--- src/rtl/irq_dma_select.sv ---
module irq_dma_select #(
  parameter int AW = 8,
  parameter logic [AW-1:0] IRQ_ADDR = 8'hB1,
  parameter logic [AW-1:0] DMA_ADDR = 8'hB2
) (
  input  logic          clk,
  input  logic          rst_n,
  input  logic          wr_en,
  input  logic [AW-1:0] wr_addr,
  input  logic [7:0]    wr_data,
  input  logic [AW-1:0] rd_addr,
  output logic [7:0]    rd_data,
  input  logic          leg_irq_we,
  input  logic [1:0]    leg_irq_sel,
  input  logic          leg_dma_we,
  input  logic [1:0]    leg_dma_sel,
  output logic [3:0]    irq_num,
  output logic [1:0]    dma_chan,
  output logic          dma_valid,
  output logic          dma_enable,
  output logic          dma_toggle
);
  logic [3:0] irq_hi, dma_hi;
  logic [1:0] irq_sel, dma_sel;

  wire wr_irq = wr_en && (wr_addr == IRQ_ADDR);
  wire wr_dma = wr_en && (wr_addr == DMA_ADDR);
  wire leg_any = leg_irq_we || leg_dma_we;
  wire unused_low = ^wr_data[1:0];

  always_ff @(posedge clk) begin
    if (!rst_n) begin
      irq_hi     <= 4'h0;
      dma_hi     <= 4'h0;
      irq_sel    <= 2'b01;
      dma_sel    <= 2'b10;
      dma_toggle <= 1'b0;
    end else begin
      dma_toggle <= wr_dma && (wr_data[6] != dma_hi[2]);
      if (wr_irq) begin
        irq_hi  <= {wr_data[7] | leg_any, wr_data[6:4]};
        irq_sel <= leg_irq_we ? leg_irq_sel : wr_data[3:2];
      end else begin
        if (leg_any)    irq_hi[3] <= 1'b1;
        if (leg_irq_we) irq_sel   <= leg_irq_sel;
      end
      if (wr_dma) begin
        dma_hi  <= {wr_data[7] | leg_any, wr_data[6:4]};
        dma_sel <= leg_dma_we ? leg_dma_sel : wr_data[3:2];
      end else begin
        if (leg_any)    dma_hi[3] <= 1'b1;
        if (leg_dma_we) dma_sel   <= leg_dma_sel;
      end
    end
  end

  always_comb begin
    case (irq_sel)
      2'b00:   irq_num = 4'd2;
      2'b01:   irq_num = 4'd5;
      2'b10:   irq_num = 4'd7;
      default: irq_num = 4'd10;
    endcase
  end

  assign dma_valid  = (dma_sel != 2'b00);
  assign dma_chan   = (dma_sel == 2'b11) ? 2'd3 : (dma_sel == 2'b10) ? 2'd1 : 2'd0;
  assign dma_enable = dma_hi[2];

  always_comb begin
    if (rd_addr == IRQ_ADDR)      rd_data = {irq_hi, irq_sel, irq_sel};
    else if (rd_addr == DMA_ADDR) rd_data = {dma_hi, dma_sel, dma_sel};
    else                          rd_data = 8'h00;
  end
endmodule

--- config.mk ---
export PLATFORM = sky130hd
export DESIGN_NAME = irq_dma_select
export DESIGN_NICKNAME = d
export VERILOG_FILES = /design/src/rtl/irq_dma_select.sv
export SDC_FILE = /design/constraint.sdc
export NUM_CORES = 1
export LEC_CHECK = 0
export ABC_AREA = 1
export CAP_MARGIN = 30
export CORE_MARGIN = 1.5
export CORE_UTILIZATION = 40
export CTS_CLUSTER_SIZE = 24
export DETAILED_ROUTE_END_ITERATION = 8
export DONT_BUFFER_PORTS = 1
export PLACE_DENSITY_LB_ADDON = 0.1
export SKIP_CTS_REPAIR_TIMING = 1
export SLEW_MARGIN = 15
export SYNTH_ARGS = -nofsm -noshare
export SYNTH_HDL_FRONTEND = slang
export SYNTH_SLANG_ARGS = --single-unit
--- constraint.sdc ---
create_clock -name clk -period 1 [get_ports clk]
set_input_delay 0.1 -clock clk [delete_from_list [all_inputs] [get_ports clk]]
set_output_delay 0.1 -clock clk [all_outputs]
set_load 0.05 [all_outputs]
---- Word level (Yosys, flattened, before mapping) ----
Index checks and enable logic that the tools add are counted.
word-level totals
  flip-flop bits (word level) ............. 13
  input port bits ......................... 33
  output and inout port bits .............. 17
  logic and storage cells ................. 41
operators by class
  equal/unequal tests ..................... 9
  multiplexer cells ....................... 14
  bitwise logic cells ..................... 1
  reduce and logical (&&, ||, !) cells .... 10
operators by type and width
  cell                                                 number
  equality test 8 bit, second input constant           4
  2-to-1 mux 8 bit                                     2
  2-to-1 mux 2 bit                                     7
  case mux 4 bit (3 select lines)                      1
  nonzero test 2 bit                                   5
  equality test 2 bit, second input constant           3
  2-to-1 mux 1 bit                                     4
  logical AND 1 bit                                    3
  equality test 2 x 1 -> 1 bit, second input constant  1
  zero test 2 bit                                      1
  logical OR 1 bit                                     1
  inequality test 1 bit                                1
  OR 1 bit                                             1

---- Depth between registers and ports, before layout ----
Gate-level depths: netlist of run 1.
  word-level depth ........................ 3
  mapped depth ............................ 8
  gate-level depth less buffers ........... 8

---- Least setup slack after synthesis of run 1 ----
OpenSTA, ideal clock, no wires.
  kind .................................... input to output
  start point ............................. in rd_addr[4]
  end point ............................... out rd_data[2]
  data arrival time ....................... 1,260 ps
  required time ........................... 900 ps
  slack ................................... -360 ps
  stages on the path ...................... 6
  path buffers ............................ 2
  path through ............................ nand2_1 -> nor3b_2 -> buf_4 -> nand3_1 -> nand2_1 -> buf_4
on the way
  word-level cells in the longest chain between the ends .. 3
  elaborated cells between the ends (all ways) .. 4
  those cells by class .................... eq/ne (2); mux (2)
ends and longest elaborated chain
  what                 line  source
  start: declaration   11    input logic [AW-1:0] rd_addr,
  equality test 8 bit  72    else if (rd_addr == DMA_ADDR) rd_data = {dma_hi, dma_sel, dma_sel};
  2-to-1 mux 8 bit     72
  2-to-1 mux 8 bit *   71    if (rd_addr == IRQ_ADDR) rd_data = {irq_hi, irq_sel, irq_sel};
  end: declaration     12    output logic [7:0] rd_data,
Mark *: on every way between the ends. The rest lies on a longest branch, timed or not.

---- Worst setup path in the final report of run 1 ----
  start point ............................. reg irq_sel[0]
  end point ............................... out irq_num[0]
on the way
  word-level cells in the longest chain between the ends .. 2
  elaborated cells between the ends (all ways) .. 4
  those cells by class .................... eq/ne (2); mux (1); reduce/logical (1)
ends and longest elaborated chain
  what                                         line  source
  start: declaration                           24    logic [1:0] irq_sel, dma_sel;
  start signal: assignment                     42    irq_sel <= leg_irq_we ? leg_irq_sel : wr_data[3:2];
  start signal: assignment                     45    if (leg_irq_we) irq_sel <= leg_irq_sel;
  equality test 2 bit (tied with other cells)  58    case (irq_sel)
  case mux 4 bit (3 select lines) *            58
  end: declaration                             17    output logic [3:0] irq_num,
Marked as above.

==> impl_metrics.py, run 1 <==
metrics = {
    "worst_hold_path": {
        "holdCritPathClass": "input port to register",
    },
    "floorplanning": {
        "coreArea_um2": 2210,
        "floorplan.initialDensity_pct": 42.6,
        "dieArea_um2": 2660,
        "die_h_um": 51.5,
        "io_pins": 50,
        "die_x_um": 51.5,
        "row_count": 17,
    },
    "clock_tree": {
        "clk_pin_slew_ns": 0.08,
        "cts-root-buf": "clkbuf_4",
        "cts_htree_levels": 1,
        "cts_buffers": 3,
        "cts_tree": "done",
        "clock_tree.buffer_depth": 2,
        "worst_skew_pair.late_latency_ns": 0.27,
        "cts_sinks": 13,
    },
    "sta": {
        "slew_viol_final": 0,
        "setup_viol": 9,
        "period_share_pct": 127,
        "fin_ws_ns": -0.271,
        "rsz0062_at_grt": "yes",
        "maxSlewHeadroom_pct": 77.1,
        "fmax_mhz": 787,
        "fin_hold_ws_ns": -0.0102,
        "hold_violations": 3,
        "fin_skew_ns": 0.0000745,
        "fin_crit_ns": 1.27,
        "worst_pin_slew_ns": 0.342,
    },
    "synthesis": {
        "yosysSeqAreaShare_pct": 27.6,
        "synth.distinct_cells": 27,
        "ys_ff_latch": 13,
        "synth_top_cell_area_share_pct": 27.6,
        "synthCells": 136,
        "synth_area_um2": 942,
        "syn-num-nets": 171,
        "synth_area_leaders": "dfxtp_1 28%, nand3_1 9.6%, nor2_1 9.2%",
        "synth_largest_area_cell": "dfxtp_1",
        "syn_avg_cell_area_um2": 6.93,
        "synth_warnings": 0,
    },
    "cells_and_area": {
        "nNetsFinal": 199,
        "antennaDiodeCount": 0,
        "drive_gt1_share_pct": 50.3,
        "area_delta_synth_final_pct": 59.0,
    },
    "route": {
        "post_drt_wl_per_cell_um": 11.9,
        "wl_um": 2270,
        "vias_per_cell": 5.08,
        "wl_met1_um": 978,
        "dr_total_vias": 971,
        "met3_length_um": 140,
        "top_layer": "met4",
        "drt_pass1_iterations": 4,
        "drc": 0,
        "route.met2.wl_um": 1090,
        "drt_iter0_drc": 14,
        "ant_nets": 0,
    },
    "pwr": {
        "switching_share_pct": 31.7,
        "clkPwrFrac_pct": 25.8,
        "vdd_drop_max_mv": 0.635,
        "total_leakage_power_nw": 0.641,
        "pwr-share-seq_pct": 44.5,
        "intPower_mw": 0.846,
        "combPwrFrac_pct": 29.7,
        "power_density_nw_per_um2": 827,
        "p_switching_mw": 0.393,
    },
    "placed_design": {
        "gp_congestion": 0.755,
        "post-place-ws_ns": -0.113,
        "place_hpwl_um": 1620,
        "io_buffers": 0,
    },
    "outcome": {
        "violations": "hold timing, setup timing",
        "run_status": "finished, violations left",
    },
    "setup_path": {
        "cp_max_fo": 4,
        "start_kind": "register",
        "worstPathRequired_ns": 0.90,
        "crit_path_end_kind": "primary output",
        "crit_arrival_ns": 1.17,
        "path_class": "register to primary output",
    },
    "global_routing": {
        "overflow": 0,
        "grt_pass1_vias": 782,
        "grt_usage_pct": 16.6,
        "grt_pass1_wl_um": 3190,
        "grt_max_degree": 13,
        "antenna_found_initial": 0,
    },
    "run": {
        "drv_cap": 0,
    },
}
## per-stage QoR
stage	setup TNS, ns	total power [mW]	std cells	util [%]	instance area (um^2)
CTS	-2.55	1.19	174	53.3	1180
floorplan	-0.457	0.798	136	-	1000
detailed placement	-0.570	0.868	170	52.1	1150
finish	-1.40	1.24	191	67.7	1500
global placement	-0.297	0.864	170	52.1	1150
global route	-1.93	1.32	191	67.7	1500
## state kept, by name, summed over array words and instances, names as in the netlist
signal / flops
irq_sel: 2
irq_hi: 4
dma_sel: 2
dma_toggle: 1
dma_hi: 4
## logic make-up (layout without fill, tap and decap cells)
family | after synthesis | count (layout) | synth area share [%]
adder cells (fa/ha/maj) | 2 | 2 | 2.66
AND/OR/NAND/NOR | 83 | 83 | 50.3
buffers and inverters | 27 | 54 | 12.5
AO/OA/AOI/OAI | 11 | 11 | 6.91
flip-flops | 13 | 13 | 27.6
## area by class of cell
cell class	count	area (um^2)
Sequential cell	13	285
Tap cell	28	35.0
Multi-Input combinational cell	96	746
Clock buffer	4	26.3
Inverter	21	86.3
Fill cell	194	714
Timing Repair Buffer	29	319
## power groups by stage
| stage | Combinational [mW] | Clock, mW | Sequential [mW] |
|---|---|---|---|
| after floorplan | 0.240 | 0 | 0.558 |
| after global placement | 0.302 | 0 | 0.562 |
| after detailed placement | 0.305 | 0 | 0.562 |
| after CTS | 0.306 | 0.333 | 0.550 |
| after global routing | 0.393 | 0.368 | 0.554 |
| final | 0.368 | 0.319 | 0.552 |
## routing by layer
| metal | vias up | global-route usage (%) |
|---|---|---|
| met5 | - | 0 |
| met4 | 0 | 11.4 |
| met3 | 7 | 3.74 |
| met2 | 40 | 25.0 |
| met1 | 434 | 20.9 |
| li1 | 490 | - |
## path summary, 6_finish.rpt
check | from | to | slack [ns] | depth (start not counted)
worst max register to register | irq_sel[1] | irq_sel[1] | 0.03 | 8
worst max-delay path | irq_sel[0] | irq_num[0] | -0.27 | 3
worst min-delay path | rst_n | dma_toggle | -0.01 | 2
worst min register to register | dma_hi[0] | dma_hi[0] | 0.50 | 2
## critical path: stages (launching register included)
cell and delay (ns):
dfxtp_4 0.38, ha_4 0.27, clkinvlp_4 0.08, buf_12 0.17
## placed cells by master, fill, tap and decap left out, types with 3 or more instances in the layout
cell type	count
buf_12	6
buf_4	13
clkbuf_4	3
dfxtp_2	8
dfxtp_4	4
dlygate4sd3_1	9
inv_1	13
inv_2	6
nand2_1	13
nand2_2	6
nand2_4	4
nand3_1	7
nand3_2	8
nand3_4	5
nand4_1	3
nor2_1	22
nor2_2	3
o21ai_0	4
o21ai_1	3
## cells in the mapped netlist
master and n:
nor4_4 1, nor2_4 1, inv_1 18, nand3_4 2
nand4_1 3, nor2_2 2, a21oi_1 2, ha_1 2
nand3_1 18, o21ai_0 4, buf_4 4, nand2_1 21
inv_2 3, dfxtp_1 13, or2_2 1, nor3b_2 1
clkbuf_1 1, nand2_2 4, buf_2 1, nand3b_1 2
o211ai_1 1, nor3_2 1, nor2_1 23, nand3b_2 1
a211oi_2 1, nor2_8 2, o21ai_1 3
(Power assumes the default switching activity.)
==> inputs of run 2 (changes only) <==
--- a/config.mk
+++ b/config.mk
@@ -7,12 +7,13 @@
 export LEC_CHECK = 0
 export ABC_AREA = 1
 export CAP_MARGIN = 30
-export CORE_MARGIN = 1.5
+export CORE_MARGIN = 5
 export CORE_UTILIZATION = 40
 export CTS_CLUSTER_SIZE = 24
 export DETAILED_ROUTE_END_ITERATION = 8
 export DONT_BUFFER_PORTS = 1
 export PLACE_DENSITY_LB_ADDON = 0.1
+export RECOVER_POWER = 50
 export SKIP_CTS_REPAIR_TIMING = 1
 export SLEW_MARGIN = 15
 export SYNTH_ARGS = -nofsm -noshare
==> run 2 against run 1 <==
Clock-buffer cell count stayed put. Non-clock buffer count is 1 higher. Total power is 0.88% higher. First-iteration DRC count is 50% higher. Clock skew hardly changed. Register-to-register slack worse by 0.02 ns. Critical path depth stayed put. Fmax is 0.19% lower. The run still ends with hold timing, setup timing left. Sequential power hardly changed. Worst setup slack worse by 0.0024 ns. Global-route usage is 2.9 points lower.
==> impl_metrics.py, run 2 (same netlist as run 1, synthesis figures left out) <==
metrics = {
    "cells_and_area": {
        "regArea_um2": 285,
        "layout_common_cells": "22 x nor2_1, 13 x nand2_1, 13 x inv_1",
        "area_delta_synth_final_pct": 59.0,
        "nNetsFinal": 200,
        "reg_top3": "dma_hi x4, irq_hi x4",
        "antennaDiodeCount": 0,
        "fillers": 196,
        "drive_gt1_share_pct": 50.0,
        "multiInputGateArea_um2": 722,
        "layout_commonest_cell": "nor2_1",
    },
    "floorplanning": {
        "row_count": 17,
        "coreArea_um2": 2230,
        "die_x_um": 58.5,
        "floorplan.initialDensity_pct": 42.2,
        "io_pins": 50,
        "die_h_um": 58.5,
        "dieArea_um2": 3430,
    },
    "route": {
        "wl_um": 2620,
        "ant_nets": 0,
        "drt_iter0_drc": 21,
        "vias_per_cell": 5.07,
        "dr_total_vias": 973,
        "drt_pass1_iterations": 4,
        "post_drt_wl_per_cell_um": 13.6,
        "drc": 0,
    },
    "sta": {
        "maxSlewHeadroom_pct": 75.2,
        "period_share_pct": 127,
        "fin_skew_ns": 0.0000556,
        "worst_pin_slew_ns": 0.371,
        "setup_viol": 11,
        "slew_viol_final": 0,
        "fmax_mhz": 786,
        "hold_violations": 2,
        "fin_crit_ns": 1.27,
        "fin_ws_ns": -0.273,
        "fin_hold_ws_ns": -0.00436,
        "rsz0062_at_grt": "yes",
    },
    "clock_tree": {
        "cts-root-buf": "clkbuf_4",
        "clock_tree.buffer_depth": 2,
        "cts_tree": "done",
        "cts_buffers": 3,
        "clk_pin_slew_ns": 0.08,
        "cts_htree_levels": 1,
        "cts_sinks": 13,
        "worst_skew_pair.late_latency_ns": 0.27,
    },
    "placed_design": {
        "place_hpwl_um": 1840,
        "post-place-ws_ns": -0.113,
        "gp_congestion": 0.759,
        "io_buffers": 0,
    },
    "pwr": {
        "power_density_nw_per_um2": 834,
        "vdd_drop_max_mv": 0.887,
        "power.total_mw": 1.25,
        "total_leakage_power_nw": 0.647,
    },
    "setup_path": {
        "crit_path_start": "irq_sel[0]",
        "r2r-start": "irq_sel[1]",
        "start_kind": "register",
        "r2r_cells": 8,
        "path_class": "register to primary output",
        "cp_max_fo": 4,
        "worstPathRequired_ns": 0.90,
        "crit_path_end_kind": "primary output",
        "crit_arrival_ns": 1.17,
    },
    "global_routing": {
        "grt_pass1_vias": 876,
        "grt_pass1_wl_um": 3660,
        "antenna_found_initial": 0,
        "grt_max_degree": 13,
        "overflow": 0,
        "grt_usage_pct": 13.7,
    },
    "worst_hold_path": {
        "hold_depth": 2,
        "holdCritPathClass": "input port to register",
        "hp-start": "rst_n",
    },
    "run": {
        "drv_cap": 0,
    },
    "outcome": {
        "run_status": "finished, violations left",
        "violations": "hold timing, setup timing",
    },
}
==> run 2: cell count changes in the layout (fill, tap and decap cells not counted), sizes merged <==
cell,previous run,this run
buf,20,21
==> run 2: where the power goes <==
group | switching, mW | internal, mW | leakage, nW | total [mW]
clock | 0.171 | 0.154 | 0.0150 | 0.325
combinational | 0.214 | 0.160 | 0.521 | 0.375
sequential | 0.0194 | 0.531 | 0.111 | 0.550
==> run 2: stage by stage <==
step | std cells | setup TNS, ns | utilization, % | area [um^2]
after floorplan | 136 | -0.457 | - | 1000
after global placement | 173 | -0.357 | 53.2 | 1190
after detailed placement | 173 | -0.554 | 53.2 | 1190
after CTS | 177 | -2.44 | 54.4 | 1210
after global routing | 192 | -1.94 | 67.1 | 1500
final | 192 | -1.28 | 67.1 | 1500
==> run 2: path summary, 6_finish.rpt <==
path              slack, ns         end
setup / recovery      -0.27  irq_num[2]
hold / removal       -0.004  dma_toggle
hold reg to reg        0.49   dma_hi[1]
setup reg to reg       0.01  irq_sel[1]
==> run 2: cell type report <==
| class | instances | share of cell area, % |
|---|---|---|
| inverters | 21 | 5.76 |
| repair buffers | 30 | 22.9 |
| multi-input cells | 96 | 48.2 |
| well taps | 28 | 2.34 |
| flip-flops and latches | 13 | 19.0 |
| clock buffers | 4 | 1.75 |
==> run 2: worst max-delay path, stage by stage, from the launching register on <==
cell and delay (ns):
dfxtp_4 0.38, ha_4 0.27, clkinvlp_4 0.08, buf_12 0.16
==> run 2: per-layer routing <==
layer	vias up	part of all wire (%)	track usage, %
li1	492	-	-
met1	447	39	16.7
met2	32	53	22.6
met3	2	7.8	5.48
met4	0	0.50	2.98
met5	-	0	0
==> inputs of run 3 (changes only) <==
--- a/config.mk
+++ b/config.mk
@@ -15,6 +15,7 @@
 export PLACE_DENSITY_LB_ADDON = 0.1
 export RECOVER_POWER = 50
 export SKIP_CTS_REPAIR_TIMING = 1
+export SKIP_LAST_GASP = 1
 export SLEW_MARGIN = 15
 export SYNTH_ARGS = -nofsm -noshare
 export SYNTH_HDL_FRONTEND = slang
==> run 3 against run 2 <==
The flow still finishes with violations (hold timing, setup timing). Combinational power down 1%. Die area did not move. Worst setup slack improved by 0.0033 ns. Critical endpoint unchanged. Largest power group unchanged.
==> impl_metrics.py, run 3 (same netlist as run 1, synthesis figures left out) <==
metrics = {
    "outcome": {
        "run_status": "finished, violations left",
        "violations": "hold timing, setup timing",
    },
    "sta": {
        "fin_ws_ns": -0.270,
        "slew_viol_final": 0,
        "fmax_mhz": 788,
        "fin_crit_ns": 1.27,
        "fin_skew_ns": 0.0000545,
        "setup_viol": 11,
        "rsz0062_at_grt": "yes",
        "period_share_pct": 127,
        "hold_violations": 1,
        "maxSlewHeadroom_pct": 76.3,
        "worst_pin_slew_ns": 0.354,
        "fin_hold_ws_ns": -0.00446,
    },
    "route": {
        "wl_um": 2590,
        "ant_nets": 0,
        "drc": 0,
        "post_drt_wl_per_cell_um": 13.5,
        "dr_total_vias": 969,
        "drt_iter0_drc": 27,
        "drt_pass1_iterations": 4,
        "vias_per_cell": 5.05,
    },
    "setup_path": {
        "cp_max_fo": 4,
        "path_class": "register to primary output",
        "r2r_cells": 8,
        "start_kind": "register",
        "crit_arrival_ns": 1.17,
        "worstPathRequired_ns": 0.90,
        "crit_path_end_kind": "primary output",
    },
    "floorplanning": {
        "coreArea_um2": 2230,
        "row_count": 17,
        "die_x_um": 58.5,
        "floorplan.initialDensity_pct": 42.2,
        "dieArea_um2": 3430,
        "io_pins": 50,
        "die_h_um": 58.5,
    },
    "pwr": {
        "power_density_nw_per_um2": 839,
        "vdd_drop_max_mv": 0.882,
        "power.total_mw": 1.24,
        "total_leakage_power_nw": 0.651,
    },
    "global_routing": {
        "antenna_found_initial": 0,
        "overflow": 0,
        "grt_usage_pct": 13.7,
        "grt_pass1_wl_um": 3660,
        "grt_pass1_vias": 876,
        "grt_max_degree": 13,
    },
    "placed_design": {
        "io_buffers": 0,
        "dp.cells": 173,
        "postPlaceCellArea_um2": 1190,
        "gp_congestion": 0.759,
        "place_hpwl_um": 1840,
    },
    "clock_tree": {
        "cts_htree_levels": 1,
        "cts_tree": "done",
        "cts-root-buf": "clkbuf_4",
        "cts_sinks": 13,
        "clk_pin_slew_ns": 0.08,
        "clock_tree.buffer_depth": 2,
        "worst_skew_pair.late_latency_ns": 0.27,
        "cts_buffers": 3,
    },
    "cells_and_area": {
        "reg_top3": "dma_hi x4, irq_hi x4",
        "layout_common_cells": "23 x nor2_1, 14 x inv_1, 13 x nand2_1, 13 x buf_4, 9 x dlygate4sd3_1",
        "layout_commonest_cell": "nor2_1",
        "antennaDiodeCount": 0,
        "layout.cells.non_filler": 192,
        "drive_gt1_share_pct": 48.8,
        "nNetsFinal": 200,
        "final_area_um2": 1480,
        "area_delta_synth_final_pct": 57.4,
    },
    "run": {
        "drv_cap": 0,
    },
    "worst_hold_path": {
        "holdCritPathClass": "input port to register",
        "hold_depth": 2,
    },
}
[run 3: changes by cell type in the layout (fill, tap and decap cells not counted)]
| cell | change |
|---|---|
| buf_4 | +1 |
| inv_1 | +1 |
| nor2_1 | +1 |
| nor2_4 | -1 |
| clkinvlp_4 | -1 |
| buf_6 | -1 |
[run 3: layout make-up]
| type | instances | area [um^2] |
|---|---|---|
| Multi-Input combinational cell | 96 | 714 |
| Tap cell | 28 | 35.0 |
| Fill cell | 195 | 751 |
| Sequential cell | 13 | 285 |
| Timing Repair Buffer | 30 | 339 |
| Inverter | 21 | 82.6 |
| Clock buffer | 4 | 26.3 |
[run 3: where the power goes]
group / total, mW / internal (mW) / switching (mW)
Sequential: 0.550 / 0.531 / 0.0193
Combinational: 0.371 / 0.159 / 0.213
Clock: 0.323 / 0.154 / 0.169
Total: 1.24 / 0.843 / 0.401
[run 3: routing by layer]
layer / track usage (%) / up-vias / wire length, um
met5: 0 / - / 0
met4: 2.98 / 0 / 13
met3: 5.48 / 2 / 193
met2: 22.6 / 33 / 1360
met1: 16.7 / 443 / 1020
li1: - / 491 / -
[run 3: path summary, 6_finish.rpt]
kind                                 start  slack [ns]          to
worst max-delay path            irq_sel[0]       -0.27  irq_num[2]
worst min-delay path                 rst_n      -0.004  dma_toggle
worst max register to register  irq_sel[1]        0.01  irq_sel[1]
worst min register to register   irq_hi[2]        0.49   irq_hi[2]
[run 3: critical path, cell delays in order (launching register included)]
cell and delay, ns:
dfxtp_4 0.38, ha_4 0.27, clkinvlp_4 0.08, buf_12 0.16
[run 3: stage by stage]
step | utilization [%] | setup WS, ns | setup TNS (ns)
after floorplan | - | -0.214 | -0.457
after global placement | 53.2 | -0.0816 | -0.357
after detailed placement | 53.2 | -0.113 | -0.554
after CTS | 54.4 | -0.303 | -2.44
after global routing | 66.4 | -0.329 | -2.02
final | 66.4 | -0.270 | -1.30
